`src/rtl/acc_sat_pkg.sv`:
```
package acc_sat_pkg;
  localparam int ACC_W    = 36;
  localparam int PROD_W   = 32;
  localparam int WORD_W   = 16;
  localparam int HALF_W   = 16;
  localparam int NUM_ACC  = 2;
  localparam int GUARD_W  = ACC_W - PROD_W;
  localparam int DEST_W   = (NUM_ACC > 1) ? $clog2(NUM_ACC) : 1;
  localparam int CTL_USED = 9;
  localparam int EXT_W    = ACC_W + 1;

  // control word field positions
  localparam int CTL_ALN_LO = 0;
  localparam int CTL_SAT_LO = 2;
  localparam int CTL_CLR_LO = 4;

  // status word flag positions
  localparam int ST_NEG  = 15;
  localparam int ST_ZERO = 14;
  localparam int ST_LOVF = 13;
  localparam int OVF_POS [NUM_ACC] = '{9, 4};

  typedef enum logic [1:0] {
    ALN_P    = 2'b00,
    ALN_DIV4 = 2'b01,
    ALN_MUL4 = 2'b10,
    ALN_MUL2 = 2'b11
  } align_e;

  function automatic logic [EXT_W-1:0] align_product(input logic [PROD_W-1:0] p,
                                                     input align_e mode);
    logic [EXT_W-1:0] ext;
    ext = {{(EXT_W-PROD_W){p[PROD_W-1]}}, p};
    case (mode)
      ALN_DIV4: align_product = {ext[EXT_W-1], ext[EXT_W-1], ext[EXT_W-1:2]};
      ALN_MUL4: align_product = {ext[EXT_W-3:0], 2'b00};
      ALN_MUL2: align_product = {ext[EXT_W-2:0], 1'b0};
      default:  align_product = ext;
    endcase
  endfunction

  function automatic logic guard_mismatch(input logic [ACC_W-1:0] v);
    guard_mismatch = (v[ACC_W-1:PROD_W] != {GUARD_W{v[PROD_W-1]}});
  endfunction

  function automatic logic [ACC_W-1:0] clamp_value(input logic neg);
    if (neg) clamp_value = {{(GUARD_W+1){1'b1}}, {(PROD_W-1){1'b0}}};
    else     clamp_value = {{(GUARD_W+1){1'b0}}, {(PROD_W-1){1'b1}}};
  endfunction
endpackage

```
`src/rtl/acc_ctl_reg.sv`:
```
module acc_ctl_reg
  import acc_sat_pkg::*;
(
  input  logic              clk,
  input  logic              rst_n,
  input  logic              we,
  input  logic [WORD_W-1:0] wdata,
  output logic [WORD_W-1:0] ctl,
  output align_e            align_mode,
  output logic [NUM_ACC-1:0] sat_dis,
  output logic [NUM_ACC-1:0] clr_dis
);
  logic [CTL_USED-1:0] ctl_q;

  always_ff @(posedge clk or negedge rst_n) begin
    if (!rst_n)  ctl_q <= '0;
    else if (we) ctl_q <= wdata[CTL_USED-1:0];
  end

  assign ctl        = {{(WORD_W-CTL_USED){1'b0}}, ctl_q};
  assign align_mode = align_e'(ctl_q[CTL_ALN_LO +: 2]);
  assign sat_dis    = ctl_q[CTL_SAT_LO +: NUM_ACC];
  assign clr_dis    = ctl_q[CTL_CLR_LO +: NUM_ACC];
endmodule

```
`src/rtl/acc_lane.sv`:
```
module acc_lane
  import acc_sat_pkg::*;
#(
  parameter int IDX = 0
) (
  input  logic             clk,
  input  logic             rst_n,
  input  logic             upd,
  input  logic [EXT_W-1:0] val,
  input  logic             hi_only,
  input  logic             sat_dis,
  input  logic             clr_dis,
  output logic [ACC_W-1:0] acc,
  output logic             ovf32,
  output logic             lovf,
  output logic             is_zero,
  output logic             is_neg
);
  logic [ACC_W-1:0] raw;
  logic [ACC_W-1:0] cand;
  logic [ACC_W-1:0] nxt;
  logic [ACC_W-1:0] acc_q;

  always_comb begin
    raw = val[ACC_W-1:0];
    if (hi_only)
      cand = {raw[ACC_W-1:HALF_W], clr_dis ? acc_q[HALF_W-1:0] : {HALF_W{1'b0}}};
    else
      cand = raw;
    ovf32   = guard_mismatch(cand);
    lovf    = val[EXT_W-1] != val[ACC_W-1];
    nxt     = (ovf32 && !sat_dis) ? clamp_value(cand[ACC_W-1]) : cand;
    is_zero = (nxt == '0);
    is_neg  = nxt[ACC_W-1];
  end

  always_ff @(posedge clk or negedge rst_n) begin
    if (!rst_n)   acc_q <= '0;
    else if (upd) acc_q <= nxt;
  end

  assign acc = acc_q;
endmodule

```
`src/rtl/acc_status_reg.sv`:
```
module acc_status_reg
  import acc_sat_pkg::*;
(
  input  logic               clk,
  input  logic               rst_n,
  input  logic               op_valid,
  input  logic [DEST_W-1:0]  op_dest,
  input  logic [NUM_ACC-1:0] ovf32,
  input  logic [NUM_ACC-1:0] lovf,
  input  logic [NUM_ACC-1:0] is_zero,
  input  logic [NUM_ACC-1:0] is_neg,
  input  logic               sw_we,
  input  logic [WORD_W-1:0]  sw_wdata,
  output logic [WORD_W-1:0]  status
);
  logic [WORD_W-1:0] st_q;

  always_ff @(posedge clk or negedge rst_n) begin
    if (!rst_n) begin
      st_q <= '0;
    end else if (sw_we) begin
      st_q <= sw_wdata;
    end else if (op_valid) begin
      st_q[ST_NEG]  <= is_neg[op_dest];
      st_q[ST_ZERO] <= is_zero[op_dest];
      st_q[ST_LOVF] <= lovf[op_dest];
      for (int i = 0; i < NUM_ACC; i++) begin
        if (op_dest == DEST_W'(i)) st_q[OVF_POS[i]] <= ovf32[i];
      end
    end
  end

  assign status = st_q;
endmodule

```
`src/rtl/acc_sat_unit.sv`:
```
module acc_sat_unit
  import acc_sat_pkg::*;
(
  input  logic              clk,
  input  logic              rst_n,
  input  logic              op_valid,
  input  logic [DEST_W-1:0] op_dest,
  input  logic              op_src_prod,
  input  logic              op_hi_only,
  input  logic [PROD_W-1:0] op_prod,
  input  logic [EXT_W-1:0]  op_res,
  input  logic              ctl_we,
  input  logic [WORD_W-1:0] ctl_wdata,
  input  logic              sw_we,
  input  logic [WORD_W-1:0] sw_wdata,
  output logic [ACC_W-1:0]  acc0,
  output logic [ACC_W-1:0]  acc1,
  output logic [WORD_W-1:0] status,
  output logic [WORD_W-1:0] ctl
);
  align_e                         align_mode;
  logic [NUM_ACC-1:0]             sat_dis;
  logic [NUM_ACC-1:0]             clr_dis;
  logic [EXT_W-1:0]               op_val;
  logic [NUM_ACC-1:0][ACC_W-1:0]  acc_bus;
  // events brought out for the checker
  logic [NUM_ACC-1:0]             ovf_evt;
  logic [NUM_ACC-1:0]             lovf_evt;
  logic [NUM_ACC-1:0]             zero_evt;
  logic [NUM_ACC-1:0]             neg_evt;

  acc_ctl_reg u_ctl (
    .clk        (clk),
    .rst_n      (rst_n),
    .we         (ctl_we),
    .wdata      (ctl_wdata),
    .ctl        (ctl),
    .align_mode (align_mode),
    .sat_dis    (sat_dis),
    .clr_dis    (clr_dis)
  );

  assign op_val = op_src_prod ? align_product(op_prod, align_mode) : op_res;

  for (genvar g = 0; g < NUM_ACC; g++) begin : g_lane
    acc_lane #(.IDX(g)) u_lane (
      .clk     (clk),
      .rst_n   (rst_n),
      .upd     (op_valid && (op_dest == DEST_W'(g))),
      .val     (op_val),
      .hi_only (op_hi_only),
      .sat_dis (sat_dis[g]),
      .clr_dis (clr_dis[g]),
      .acc     (acc_bus[g]),
      .ovf32   (ovf_evt[g]),
      .lovf    (lovf_evt[g]),
      .is_zero (zero_evt[g]),
      .is_neg  (neg_evt[g])
    );
  end

  acc_status_reg u_status (
    .clk      (clk),
    .rst_n    (rst_n),
    .op_valid (op_valid),
    .op_dest  (op_dest),
    .ovf32    (ovf_evt),
    .lovf     (lovf_evt),
    .is_zero  (zero_evt),
    .is_neg   (neg_evt),
    .sw_we    (sw_we),
    .sw_wdata (sw_wdata),
    .status   (status)
  );

  assign acc0 = acc_bus[0];
  assign acc1 = acc_bus[1];
endmodule

```
`config.mk`:
```
export PLATFORM = sky130hd
export DESIGN_NAME = acc_sat_unit
export DESIGN_NICKNAME = d
export VERILOG_FILES = /design/src/rtl/acc_sat_pkg.sv /design/src/rtl/acc_ctl_reg.sv /design/src/rtl/acc_lane.sv /design/src/rtl/acc_status_reg.sv /design/src/rtl/acc_sat_unit.sv
export SDC_FILE = /design/constraint.sdc
export NUM_CORES = 1
export LEC_CHECK = 0
export ABC_AREA = 1
export BUFFER_PORTS_ARGS = -buffer_cell sky130_fd_sc_hd__buf_2
export CELL_PAD_IN_SITES_DETAIL_PLACEMENT = 0
export CELL_PAD_IN_SITES_GLOBAL_PLACEMENT = 1
export CORE_ASPECT_RATIO = 0.7
export CORE_MARGIN = 3
export CORE_UTILIZATION = 35
export DETAILED_ROUTE_END_ITERATION = 16
export PLACE_DENSITY = 0.84
export REMOVE_ABC_BUFFERS = 1
export SETUP_SLACK_MARGIN = 0.1
export SLEW_MARGIN = 20
export SYNTH_ARGS = -nofsm -noshare
export SYNTH_HDL_FRONTEND = slang
export SYNTH_SLANG_ARGS = --single-unit
```
`constraint.sdc`:
```
create_clock -name clk -period 2.7 [get_ports clk]
set_clock_uncertainty 0.2 [all_clocks]
set_input_delay 0.135 -clock clk [delete_from_list [all_inputs] [get_ports clk]]
set_output_delay 0.135 -clock clk [all_outputs]
set_load 0.05 [all_outputs]
```
==> flow_summary.yaml, run 1 <==
clocking:
  clk_pin_slew_worst_paths_ns: 0.08
  tritoncts: "built"
  insertion_delay_ns: 0.35
  cts_buffers: 9
  cts_buffer_depth: 2
  cts.sinks: 97
  cts-root-buf: "clkbuf_16"
  cts_max_level: 3
sta:
  finalHoldViolCount: 0
  setup_viol: 0
  fin_crit_sh_pct: 90.9
  maxSlewHeadroom_pct: 46.8
  maxSlewViolCount: 0
  tightest_slew_ns: 0.798
  max_freq_ghz: 0.408
  hold_ws_ns: 0.00873
  fin_setup_tns_ns: 0
  rsz0062_at_grt: "true"
  period_needed_ns: 2.45
worst_setup_path:
  critPathKind: "reg2reg"
  critical-path-max-stage-delay_ns: 0.50
  crit_required_ns: 2.75
  critPathSlowestCell: "dfrtp_2"
  endpoint_kind: "flip-flop"
  crit_path_max_fanout: 20
  crit_arrival_ns: 2.50
  setup.worst_path.start_class: "flip-flop"
  worstPathCellList: "buf_4 -> nand3_2 -> a21oi_4 -> nand3_4 -> nand3_4 -> buf_12 -> nand2_1 -> and3_1 -> nand2_1 -> o21bai_1 -> nor2_1 -> nor2_1"
placed_design:
  hpwl_um: 16800
  io_buffers: 198
  dp.cells: 1294
  gp_congestion: 0.900
global_route:
  track_usage_pct: 23.3
  antenna_found_initial: 0
  overflow: 0
  grt_pass1_wl_um: 34200
  grt_start_max_net_pins: 59
  grt_pass1_vias: 6197
layout:
  drive_above_1_share_pct: 26.5
  regArea_um2: 2430
  multi_input_area_um2: 3140
  nets: 1226
  final_util_pct: 49.1
  area_growth_pct: 35.5
  diodes: 0
  fillers: 1686
  fin_cells: 1347
floorplanning:
  coreArea_um2: 16500
  start_util_pct: 36.3
  die_w_um: 162
  ioPinCount: 213
  dieArea_um2: 18800
  rows: 39
  die_y_um: 116
logic_synthesis:
  netlist_area_um2: 6000
  yosysMostFrequentCell: "nand2_1"
  async_reset_ff_share_pct: 100
  yosysSeqAreaShare_pct: 40.5
  ys_seq_elements: 97
  synth_top_area_cell: "dfrtp_1"
  synth_cell_types: 42
  synth_commonest_cells: "nand2_1 (299), nor2_1 (127), dfrtp_1 (97)"
  synth_edf_count: 0
  synth_area_leaders: "dfrtp_1 (40%), nand2_1 (19%), nor2_1 (7.9%), a21oi_1 (7.1%), o21ai_0 (4.5%)"
  syn_avg_cell_area_um2: 6.78
  synth_top_cell_area_share_pct: 40.5
  ys_warn_count: 0
  synth_top_flop_cell: "dfrtp_1"
  synthCells: 885
detailed_routing:
  drc: 0
  via_per_inst: 4.97
  first_pass_iters: 7
  ant_nets: 0
  drt-wirelength-per-cell_um: 16.6
  drtIter0Drc: 552
  routed_wl_um: 22300
  num_vias: 6692
pwr:
  swShare_pct: 44.0
  p_total_w: 0.00559
  intPower_w: 0.00313
  power.switching_w: 0.00246
  p_comb_share_pct: 41.0
  p_leak_nw: 4.17
  pwr-share-clk_pct: 25.9
  peakVddDrop_mv: 0.454
  seqPwrFrac_pct: 33.1
  powerDensity_nw_per_um2: 688
job:
  cap_viol_max_count: 0
outcome:
  outcome: "finished, final reports clean"
min_path:
  hold_path.class: "in2reg"
-- power by group through the flow --
stage	Combinational, W	Clock, W	Sequential (W)
after floorplan	0.000663	0	0.00266
after global placement	0.00220	0	0.00187
after detailed placement	0.00221	0	0.00187
after CTS	0.00225	0.00146	0.00185
after global routing	0.00246	0.00153	0.00188
final	0.00229	0.00145	0.00185
-- cells by family (layout without fill, tap and decap cells) --
family | Yosys count | after routing | share of synthesized area, %
simple gates | 483 | 483 | 32.7
buf+inv | 113 | 344 | 8.51
compound gates | 185 | 185 | 17.2
other cells | 1 | 7 | 0.0625
flops | 97 | 97 | 40.5
mux | 6 | 6 | 1.11
-- final cells by class --
cell class | count | area share [%]
multi-input combinational | 681 | 38.6
inverter | 55 | 2.57
clock buffer | 10 | 2.82
tap | 225 | 3.46
sequential | 97 | 29.9
timing repair buffer | 273 | 21.4
clock inverter | 6 | 1.22
-- timing repair --
action,CTS,global route
endpoints found under the hold margin,80,0
resized for setup,0,30
hold buffers,32,0
setup endpoints to repair,0,40
buffers inserted,0,5
-- through the flow --
step	cell area (um2)	setup WS [ns]
after floorplan	5720	-0.648
after global placement	7360	0.146
after detailed placement	7360	0.142
after CTS	8000	0.121
after global routing	8130	0.0420
final	8130	0.247
-- placed cells by master, fill, tap and decap left out, types with 9 or more instances in the layout --
master / count
clkbuf_16: 9
inv_1: 46
a21oi_1: 83
nand4_1: 10
nand3_1: 29
buf_4: 31
nor2_1: 123
nand2_1: 296
a31oi_1: 11
buf_2: 197
o21ai_0: 50
dlygate4sd3_1: 32
dfrtp_1: 96
-- worst max-delay path: cells and delay by family (launching register included) --
family,cells,cell delay (ns)
flops,1,0.50
buf+inv,2,0.35
compound gates,2,0.33
simple gates,8,0.95
-- final timing paths --
path	from	end	slack, ns	cells after the start
min in group asynchronous	rst_n	g_lane[1].u_lane.acc[3]	0.19	2
max	u_ctl.ctl_q[1]	u_status.status[14]	0.25	12
min	ctl_we	u_ctl.ctl_q[1]	0.009	3
min reg2reg	g_lane[0].u_lane.acc[16]	g_lane[0].u_lane.acc[16]	0.27	1
max reg2reg	u_ctl.ctl_q[1]	u_status.status[14]	0.25	12
max in group asynchronous	rst_n	u_status.status[0]	1.37	3
-- sequential cells by signal (all words and copies together), names as in the netlist --
register	flops
u_ctl.ctl_q	9
g_lane.u_lane.acc	72
u_status.status	16
-- layer usage --
layer	vias to the layer above	GRT usage, %	wire, um
met5	-	0	0
met2	289	33.6	9450
li1	3328	-	-
met4	0	4.49	197
met1	3057	35.7	10800
met3	18	5.39	1860
No activity file was read; power rests on OpenSTA's default activity.
==> run 2, diff against run 1 <==
- CELL_PAD_IN_SITES_GLOBAL_PLACEMENT: 1 -> 2
- CORE_ASPECT_RATIO: 0.7 -> not set
- CORE_UTILIZATION: 35 -> 26
- PLACE_DENSITY: 0.84 -> 0.82
- clock period: 2.7 -> 2.48 ns (I/O delays scaled with it)
==> flow_summary.yaml, run 2 (synthesis results as in run 1) <==
min_path:
  hold_path.class: "in2reg"
worst_setup_path:
  cp.buffers_inverters: 2
  reg2reg_slack_ns: 0.08
  cp_num_cells: 16
  critPathCapture: "u_status.status[14]"
  reg2regPathDepth: 16
  critical-path-max-stage-delay_ns: 0.48
  critPathTopFamily: "simple AND/OR/NAND/NOR gates"
  crit_required_ns: 2.57
  endpoint_kind: "flip-flop"
  crit_arrival_ns: 2.49
  crit_path_max_fanout: 6
  critPathKind: "reg2reg"
  critPathSlowestCell: "dfrtp_2"
  rr_endpoint: "u_status.status[14]"
  crit_start: "u_ctl.ctl_q[1]"
  worstPathCellList: "buf_6 -> nor2_4 -> buf_4 -> a21oi_1 -> nand3_2 -> a21oi_2 -> nand2_1 -> nor2_1 -> nand2_1 -> nor2_2 -> nand2_1 -> nor2_1 -> nand2_1 -> nor2_2 -> nor2_1 -> nor2_1"
  setup.worst_path.start_class: "flip-flop"
  rr_startpoint: "u_ctl.ctl_q[1]"
pwr:
  p_comb_share_pct: 43.7
  seqPwrFrac_pct: 32.3
  p_total_w: 0.00627
  p_leak_nw: 4.56
  swShare_pct: 44.1
  pwr-share-clk_pct: 24.1
  powerDensity_nw_per_um2: 704
  peakVddDrop_mv: 0.416
  power.switching_w: 0.00276
  intPower_w: 0.00351
clocking:
  tritoncts: "built"
  cts.sinks: 97
  cts_buffers: 9
  cts_buffer_depth: 2
  insertion_delay_ns: 0.36
  cts-root-buf: "clkbuf_16"
  cts_max_level: 3
  clk_pin_slew_worst_paths_ns: 0.08
sta:
  max_freq_ghz: 0.417
  setup_viol: 0
  rsz0062_at_grt: "true"
  finalHoldViolCount: 0
  maxSlewViolCount: 0
  fin_setup_tns_ns: 0
  maxSlewHeadroom_pct: 55.1
  fin_crit_sh_pct: 96.7
  tightest_slew_ns: 0.673
  period_needed_ns: 2.40
global_route:
  grt_pass1_vias: 6856
  antenna_found_initial: 0
  grt_start_max_net_pins: 50
  track_usage_pct: 19.8
  overflow: 0
  grt_pass1_wl_um: 38200
detailed_routing:
  num_vias: 6826
  drc: 0
  first_pass_iters: 5
  via_per_inst: 4.62
  ant_nets: 0
  drt-wirelength-per-cell_um: 16.7
  drtIter0Drc: 335
  routed_wl_um: 24700
job:
  cap_viol_max_count: 0
floorplanning:
  dieArea_um2: 24900
  die_w_um: 158
  ioPinCount: 213
  rows: 54
  coreArea_um2: 22200
  start_util_pct: 27.0
  die_y_um: 158
placed_design:
  hpwl_um: 18500
  gp_congestion: 0.850
  io_buffers: 198
  dp.cells: 1397
layout:
  final_common_cell: "nand2_1"
  largest_reg_flops: 72
  area_growth_pct: 48.5
  drive_above_1_share_pct: 32.2
  diodes: 0
  fin_cells: 1477
  fillers: 2403
  layout_common_cells: "nand2_1 (291), buf_2 (197), nor2_1 (120)"
  nets: 1301
outcome:
  outcome: "finished, final reports clean"
run 2: changes by cell type in the layout (fill, tap and decap cells not counted), sizes merged:
cell         previous run  this run
bufinv                  2         1
dlygate4sd3            32        36
inv                    56        55
clkinvlp                1         0
clkinv                  2         5
bufbuf                  0         1
buf                   241       311
run 2: layout make-up:
| cell class | count | area, um2 | area share [%] |
|---|---|---|---|
| multi-input cells | 681 | 3200 | 35.9 |
| flip-flops and latches | 97 | 2430 | 27.3 |
| repair buffers | 348 | 2400 | 27.0 |
| well taps | 280 | 350 | 3.93 |
| clock buffers | 10 | 239 | 2.68 |
| inverters | 55 | 211 | 2.37 |
| clock inverters | 6 | 73.8 | 0.829 |
run 2: repair_timing:
action	in CTS	in global routing
setup endpoints to repair	29	38
endpoints found under the hold margin	72	0
setup buffers	21	4
resized for setup	37	18
pin swaps	19	5
cloned	3	0
hold buffers	36	0
run 2: worst min-delay path by stage:
stage	to	slack, ns	cells past startpoint	startpoint
floorplan	g_lane[0].u_lane.acc[0]	-0.37	0	rst_n
global placement	u_ctl.ctl_q[7]	-0.0007	1	rst_n
detailed placement	u_ctl.ctl_q[0]	0.01	1	rst_n
CTS	g_lane[1].u_lane.acc[27]	0.007	5	op_res[27]
global route	u_status.status[6]	0.03	4	sw_we
finish	g_lane[1].u_lane.acc[19]	0.009	5	op_res[19]
run 2: layer usage:
layer | wire, um | track usage [%] | vias up
li1 | - | - | 3475
met1 | 11400 | 27.4 | 3137
met2 | 11400 | 32.6 | 199
met3 | 1570 | 4.29 | 15
met4 | 236 | 3.14 | 0
met5 | 0 | 0 | -
run 2: worst min-delay path, delay by kind of cell:
kind | cells | cell delay (ns)
compound gates | 2 | 0.15
simple gates | 2 | 0.16
buf+inv | 1 | 0.09
run 2: power groups by stage:
stage	Combinational, W	Sequential, W	Clock (W)
2_1_floorplan	0.000722	0.00289	0
3_3_place_gp	0.00254	0.00205	0
3_5_place_dp	0.00255	0.00205	0
4_1_cts	0.00273	0.00202	0.00155
5_1_grt	0.00295	0.00206	0.00162
6_report	0.00274	0.00202	0.00151
run 2: stage by stage:
step	hold WS, ns	utilization [%]	setup WS, ns	cell area, um2
after floorplan	-0.372	-	-0.868	5720
after global placement	-0.000710	35.1	-0.0165	7800
after detailed placement	0.0105	35.1	-0.0352	7800
after CTS	0.00674	39.8	0.0989	8840
after global routing	0.0326	40.1	-0.0899	8910
final	0.00898	40.1	0.0822	8910
